### src/rtl/supply_ctrl_pkg.sv
// Shared types for the supply state controller.
package supply_ctrl_pkg;
    // Operating states of the supply controller.
    typedef enum logic [1:0] {
        PS_OFF    = 2'd0,   // no valid settings, analog and outputs off
        PS_RECALL = 2'd1,   // above high threshold, waiting for shadow load
        PS_RUN    = 2'd2,   // above high threshold, settings valid
        PS_HOLD   = 2'd3    // between thresholds, settings retained
    } pwr_state_t;
endpackage

### src/rtl/lvl_sync.sv
// Multi-flop synchroniser for a vector of independent level signals.
// Assumes: STAGES >= 2, each bit is a slow level with no relation to the others.
module lvl_sync #(
    parameter int STAGES = 2,
    parameter int WIDTH  = 2
) (
    input  logic             clk,
    input  logic             rst_n,
    input  logic [WIDTH-1:0] async_i,
    output logic [WIDTH-1:0] sync_o
);
    for (genvar gb = 0; gb < WIDTH; gb++) begin : g_bit
        logic [STAGES-1:0] chain_q;

        // Shift the asynchronous level through the flop chain.
        always_ff @(posedge clk) begin
            if (!rst_n) chain_q <= '0;
            else        chain_q <= {chain_q[STAGES-2:0], async_i[gb]};
        end

        assign sync_o[gb] = chain_q[STAGES-1];
    end
endmodule

### src/rtl/ready_timer.sv
// Saturating cycle counter: counts while run_i is high, clears when it drops.
// Assumes: DELAY_CYCLES >= 1.
module ready_timer #(
    parameter int DELAY_CYCLES = 50000
) (
    input  logic clk,
    input  logic rst_n,
    input  logic run_i,
    output logic expired_o
);
    localparam int CNT_W = $clog2(DELAY_CYCLES + 1);
    localparam logic [CNT_W-1:0] LIMIT = CNT_W'(DELAY_CYCLES);

    logic [CNT_W-1:0] count_q;

    // Count up to the limit while enabled, restart from zero on any drop.
    always_ff @(posedge clk) begin
        if (!rst_n || !run_i)   count_q <= '0;
        else if (count_q != LIMIT) count_q <= count_q + CNT_W'(1);
    end

    assign expired_o = (count_q == LIMIT);
endmodule

### src/rtl/pwr_fsm.sv
// Supply state machine: tracks retained settings across the two thresholds.
// Assumes: lo_ok_i and hi_ok_i are already synchronised; recall_done_i is a
// pulse meaningful only while a load is pending.
module pwr_fsm
    import supply_ctrl_pkg::*;
(
    input  logic       clk,
    input  logic       rst_n,
    input  logic       lo_ok_i,
    input  logic       hi_ok_i,
    input  logic       recall_done_i,
    output pwr_state_t state_o
);
    pwr_state_t state_q, state_d;

    // Next-state decision from the threshold levels and the load handshake.
    always_comb begin
        state_d = state_q;
        if (!lo_ok_i) begin
            state_d = PS_OFF;
        end else begin
            unique case (state_q)
                PS_OFF:    if (hi_ok_i)        state_d = PS_RECALL;
                PS_RECALL: if (!hi_ok_i)       state_d = PS_OFF;
                           else if (recall_done_i) state_d = PS_RUN;
                PS_RUN:    if (!hi_ok_i)       state_d = PS_HOLD;
                PS_HOLD:   if (hi_ok_i)        state_d = PS_RUN;
                default:                       state_d = PS_OFF;
            endcase
        end
    end

    // State register with synchronous reset.
    always_ff @(posedge clk) begin
        if (!rst_n) state_q <= PS_OFF;
        else        state_q <= state_d;
    end

    assign state_o = state_q;
endmodule

### src/rtl/supply_state_ctrl.sv
// Top: two-threshold supply controller. Synchronises the comparators, runs
// the state machine and the ready delay, and decodes the enables.
// Assumes: comparator inputs are glitch-filtered levels; READY_DELAY_CYC
// equals 500 us at the block clock (50000 at 100 MHz).
module supply_state_ctrl
    import supply_ctrl_pkg::*;
#(
    parameter int SYNC_STAGES     = 2,
    parameter int READY_DELAY_CYC = 50000
) (
    input  logic clk,
    input  logic rst_n,
    input  logic lo_above,
    input  logic hi_above,
    input  logic recall_done,
    output logic recall_req,
    output logic analog_en,
    output logic out_en,
    output logic shadow_valid,
    output logic ready_n
);
    localparam int LVL_W = 2;

    logic [LVL_W-1:0] lvl_sync_q;
    logic             lo_sync, hi_sync;
    logic             delay_done;
    pwr_state_t       state;

    lvl_sync #(.STAGES(SYNC_STAGES), .WIDTH(LVL_W)) u_sync (
        .clk     (clk),
        .rst_n   (rst_n),
        .async_i ({hi_above, lo_above}),
        .sync_o  (lvl_sync_q)
    );

    assign lo_sync = lvl_sync_q[0];
    assign hi_sync = lvl_sync_q[1];

    pwr_fsm u_fsm (
        .clk           (clk),
        .rst_n         (rst_n),
        .lo_ok_i       (lo_sync),
        .hi_ok_i       (hi_sync),
        .recall_done_i (recall_done),
        .state_o       (state)
    );

    ready_timer #(.DELAY_CYCLES(READY_DELAY_CYC)) u_timer (
        .clk       (clk),
        .rst_n     (rst_n),
        .run_i     (hi_sync),
        .expired_o (delay_done)
    );

    // Decode enables and status from the state and the delay.
    always_comb begin
        recall_req   = (state == PS_RECALL);
        analog_en    = (state == PS_RECALL) || (state == PS_RUN);
        shadow_valid = (state == PS_RUN) || (state == PS_HOLD);
        out_en       = (state == PS_RUN) && delay_done;
        ready_n      = !((state == PS_RUN) && delay_done);
    end
endmodule

### config.mk
export PLATFORM = sky130hd
export DESIGN_NAME = supply_state_ctrl
export DESIGN_NICKNAME = d
export VERILOG_FILES = /design/src/rtl/supply_ctrl_pkg.sv /design/src/rtl/lvl_sync.sv /design/src/rtl/ready_timer.sv /design/src/rtl/pwr_fsm.sv /design/src/rtl/supply_state_ctrl.sv
export SDC_FILE = /design/constraint.sdc
export NUM_CORES = 1
export LEC_CHECK = 0
export BUFFER_PORTS_ARGS = -buffer_cell sky130_fd_sc_hd__buf_4
export CORE_MARGIN = 1.5
export CORE_UTILIZATION = 50
export DETAILED_ROUTE_END_ITERATION = 10
export GPL_TIMING_DRIVEN = 0
export PLACE_DENSITY = 0.72
export SYNTH_ARGS = -nofsm -noshare
export SYNTH_HDL_FRONTEND = slang
export SYNTH_SLANG_ARGS = --single-unit
### constraint.sdc
create_clock -name clk -period 1.87 [get_ports clk]
set_clock_uncertainty 0.2 [all_clocks]
set_input_delay 0.374 -clock clk [delete_from_list [all_inputs] [get_ports clk]]
set_output_delay 0.374 -clock clk [all_outputs]
set_load 0.1 [all_outputs]
After elaboration in Yosys (flattened, before gate mapping):

Index checks and enable logic that the tools add are counted.

* multiplexer cells: 6
* add/subtract/negate cells: 1
* magnitude comparators: 0
* bitwise logic cells: 0
* equality and inequality tests: 9
* shift-type cells: 0
* reductions and logical operators: 10
* $mul: 0
* div/mod/pow operators: 0

Operator list (number)
* 16-bit by 1-bit adder with 16-bit output, second input constant: 1
* 16-bit equality test, second input constant: 1
* 16-bit inequality test, second input constant: 1
* 2-bit 2-to-1 mux: 5
* 2-bit case mux with 4 select lines: 1
* 2-bit equality test, second input constant: 2
* 2-bit inequality test, second input constant: 2
* 4-bit AND reduction: 1
* 1-bit zero test: 3
* 1-bit logical OR: 3
* 3-bit inequality test, second input constant: 1
* 2-bit by 1-bit equality test with 1-bit output, second input constant: 1
* 2-bit zero test: 1
* 2-bit by 1-bit inequality test with 1-bit output, second input constant: 1
* 2-bit AND reduction: 1
* 1-bit logical AND: 1

* latch bits: 0
* RAM bits: 0
* flip-flop bits (word level): 22
* output and inout port bits: 5
* word-level logic and storage cells: 30
* ROM bits: 0
* memories: 0

Depth between registers and ports, before layout:

* word-level depth: 3
* depth in mapped cells: 5
* mapped depth without buffers: 5

Modules after synthesis:

From an unflattened synthesis, not the netlist that was laid out.

* cells, all modules: 115
* area, all modules: 1018.5 µm²

By module, submodules not included
* ready_timer: area an instance 752.0 µm², instances 1, cells each 87
* lvl_sync: area an instance 120.1 µm², instances 1, cells each 10
* pwr_fsm: area an instance 80.1 µm², instances 1, cells each 9
* supply_state_ctrl: area an instance 66.3 µm², instances 1, cells each 9

Worst setup path before layout:

OpenSTA, ideal clock, no wires.

* path kind: flip-flop to output port
* from: register u_timer.count_q[2]
* to: output port out_en
* path slack: -0.765 ns
* required time: 1.296 ns
* buffers on the path: 0
* arrival: 2.061 ns
* cell stages (with the launch flop): 4
* cell sequence: dfxtp_1 or4b_4 nor4_4 and2_1

* longest elaborated chain between the ends: 2

RTL lines
* from (decl): line ready_timer.sv:14 `logic [CNT_W-1:0] count_q;`
* from (signal assigned): line ready_timer.sv:19 `else if (count_q != LIMIT) count_q <= count_q + CNT_W'(1);`
* 16-bit equality test: line ready_timer.sv:22 `assign expired_o = (count_q == LIMIT);`
* 1-bit logical AND: line supply_state_ctrl.sv:60 `out_en = (state == PS_RUN) && delay_done;`
* to (decl): line supply_state_ctrl.sv:18 `output logic out_en,`

Every way passes these cells.

Worst setup path after layout:

* from: register u_timer.count_q[7]
* to: output port out_en

The elaborated chain is that of the path after synthesis.

==> key figures <==
Logic synthesis
  – Syn_nets: 137
  – Synth Instances: 125
  – Syn avg cell area: 8.96 sq um
  – FF+latch count, synth: 22
  – Seq/Total Area, Yosys: 0.393
  – Post-synth cell types: 31
  – Synth warn: 0
  – Synthesized area: 1120 sq um

Cells and area
  – Final net count: 160
  – Layout fillers: 144
  – Design Area, Final: 1490 sq um
  – Commonest non-fill, non-tap cell in the layout: dfxtp_1
  – Layout cells sized above 1: 0.320
  – Layout area overhead: 33.2%
  – Diodes inserted: 0
  – Fin util: 0.730
  – Finished Layout Cells: 174
  – Most frequent cells in the layout: dfxtp_1, nand2_1, buf_4

Detailed routing
  – Routed wire length: 2720 microns
  – Number of remaining DRC errors: 0
  – Routed len/inst: 15.7 microns
  – DR iter-0 viols: 27
  – DRT Pass-1 Iters: 4
  – Avg Vias per Cell: 5.87
  – Vias: 1022
  – Remaining antenna violation count after routing: 0

Min path
  – Min-Delay Path Depth: 2
  – Hold Path Origin: lo_above
  – Hold crit path type: in -> reg
  – Hold EP: u_sync.g_bit[0].chain_q[0]

Clock tree
  – H-tree levels: 1
  – Clock slew at reported path FFs: 0.12 ns
  – CTS Buffer Depth: 2
  – Worst-Skew Late Latency: 0.32 ns
  – TritonCTS clock tree: done
  – Root buf cell: clkbuf_4
  – CTS buffer count: 3
  – CTS sink cnt: 22
  – # hold bufs at CTS: 0

Placement
  – Placer Congestion: 0.784
  – DP Area: 1220 sq um
  – Post-DP HPWL: 1610 microns
  – Inst Count DP: 160
  – Port bufs: 8

Power
  – PD cells: 583 nW/um^2
  – Max VDD drop: 0.623 mV
  – Leakage power: 0.487 nW

Outcome
  – Status: finished, violations left
  – Failing checks: negative setup slack

Timing
  – Unrepaired setup endpoints after global routing: true
  – Min Tclk post-route: 2.55 ns
  – Final TNS setup: -1.43 ns
  – Final worst setup slack: -0.679 ns
  – Fin. Hold Viols: 0
  – Fin Hold WS: 0.0495 ns
  – Slew @ Worst Pin: 0.436 ns
  – Final setup violation count: 5
  – Fmax: 392 MHz
  – Tcrit/Tclk final: 1.36
  – Slew HR: 0.709
  – Slew Viols, Final: 0

GRT
  – Vias in the first global route: 924
  – GRT Util Overall: 0.218
  – Largest net degree at the start of global routing: 14
  – Antenna violations before repair: 0
  – First-pass GRT wire length: 4150 microns
  – Total grt overflow: 0

Floorplanning
  – Number of cell rows: 16
  – Die ar.: 2530 sq um
  – Initial Util: 0.548
  – I/O pin cnt: 10
  – Core Area: 2040 sq um
  – Die width: 50.3 microns
  – Die H: 50.3 microns

Worst setup path
  – Crit-path max FO: 3
  – Crit end category: output pin
  – RR Startpoint: u_timer.count_q[7]
  – R2R cell count: 4
  – Worst Path Required: 1.30 ns
  – Reg2reg setup slack: -0.05 ns
  – Startpoint types: register
  – R2R Path End: u_timer.count_q[0]
  – Critical Path AT: 1.98 ns
  – Worst Setup Path Type: reg -> out

Run
  – Max-cap violations: 0
-- report_power, final --
part	total (mW)	leakage (nW)	switching, mW	internal, mW
registers	0.470	0.184	0.00363	0.467
logic	0.0301	0.276	0.0158	0.0143
clock network	0.369	0.0279	0.152	0.217
total	0.870	0.487	0.172	0.698
-- how the worst max path moves through the flow --
stage	end	slack, ns	depth (start not counted)	start
final	out_en	-0.68	4	u_timer.count_q[7]
after global routing	out_en	-0.73	4	u_timer.count_q[7]
after CTS	out_en	-0.79	6	u_timer.count_q[0]
after detailed placement	out_en	-0.62	6	u_timer.count_q[0]
after global placement	out_en	-0.58	6	u_timer.count_q[0]
after floorplan	ready_n	-0.39	3	u_timer.count_q[2]
-- metrics by stage --
step	power, mW	setup WS [ns]
after floorplan	0.503	-0.388
after global placement	0.511	-0.582
after detailed placement	0.513	-0.622
after CTS	0.876	-0.793
after global routing	0.897	-0.733
final	0.870	-0.679
-- cell usage after synthesis --
master / instances / area [sq um]
a211oi_1: 1 / 7.51
a21oi_1: 6 / 30.0
a31oi_1: 1 / 6.26
and2_1: 6 / 37.5
clkbuf_1: 2 / 7.51
dfxtp_1: 22 / 440
ha_1: 7 / 87.6
inv_1: 8 / 30.0
mux2i_1: 9 / 90.1
nand2_1: 14 / 52.6
nand2b_1: 6 / 37.5
nand3_1: 8 / 40.0
nand3b_1: 1 / 7.51
nand4_1: 3 / 18.8
nand4bb_1: 1 / 11.3
nor2_1: 2 / 7.51
nor3_1: 1 / 5.00
nor4_1: 5 / 31.3
nor4_4: 1 / 21.3
o211ai_1: 1 / 7.51
o21ai_0: 4 / 20.0
o22ai_1: 1 / 6.26
o31ai_1: 2 / 15.0
or2_2: 1 / 6.26
or2b_1: 1 / 7.51
or3_1: 5 / 31.3
or4_1: 2 / 15.0
or4b_1: 1 / 10.0
or4b_4: 1 / 13.8
xnor2_1: 1 / 8.76
xor2_1: 1 / 8.76
-- metal layers --
layer,vias to the layer above,track usage,wire length [microns]
li1,490,-,-
met1,500,0.276,1140
met2,23,0.355,1410
met3,9,0.0536,102
met4,0,0.0901,66
met5,-,0,0
-- sequential cells by signal (all words and copies together) (netlist names) --
register              flops
u_fsm.state_o             2
u_sync.g_bit.chain_q      4
u_timer.count_q          16
-- logic make-up (layout without fill, tap and decap cells) --
family / count (synthesis) / in the layout / share of synthesized area
DFF: 22 / 22 / 0.393
adders and majority gates: 7 / 7 / 0.0782
AOI/OAI and AO/OA: 16 / 16 / 0.0827
and+or+nand+nor: 59 / 59 / 0.316
buffers and inverters: 10 / 32 / 0.0335
xor gates and xnor gates: 2 / 2 / 0.0156
muxes: 9 / 9 / 0.0805
-- layout make-up --
cell class | count | area (sq um) | area share
Buffer | 2 | 7.51 | 0.00503
Multi-Input combinational cell | 93 | 707 | 0.474
Timing Repair Buffer | 18 | 193 | 0.129
Clock inverter | 1 | 30.0 | 0.0201
Sequential cell | 22 | 463 | 0.310
Tap cell | 27 | 33.8 | 0.0227
Clock buffer | 3 | 22.5 | 0.0151
Inverter | 8 | 35.0 | 0.0235
-- critical path, cell delays in order (launching register included) --
cell	delay (ns)
dfxtp_4	0.37
or4b_4	0.54
nor4_4	0.37
and2_4	0.21
buf_12	0.16
-- what timing repair did --
action                     CTS  global route
setup endpoints to repair    7            15
setup buffers                7             4
gates resized for setup     30            13
hold endpoints to repair     0             0
pin swaps                    7             4
Note: power is estimated with default switching activity, not from simulation.
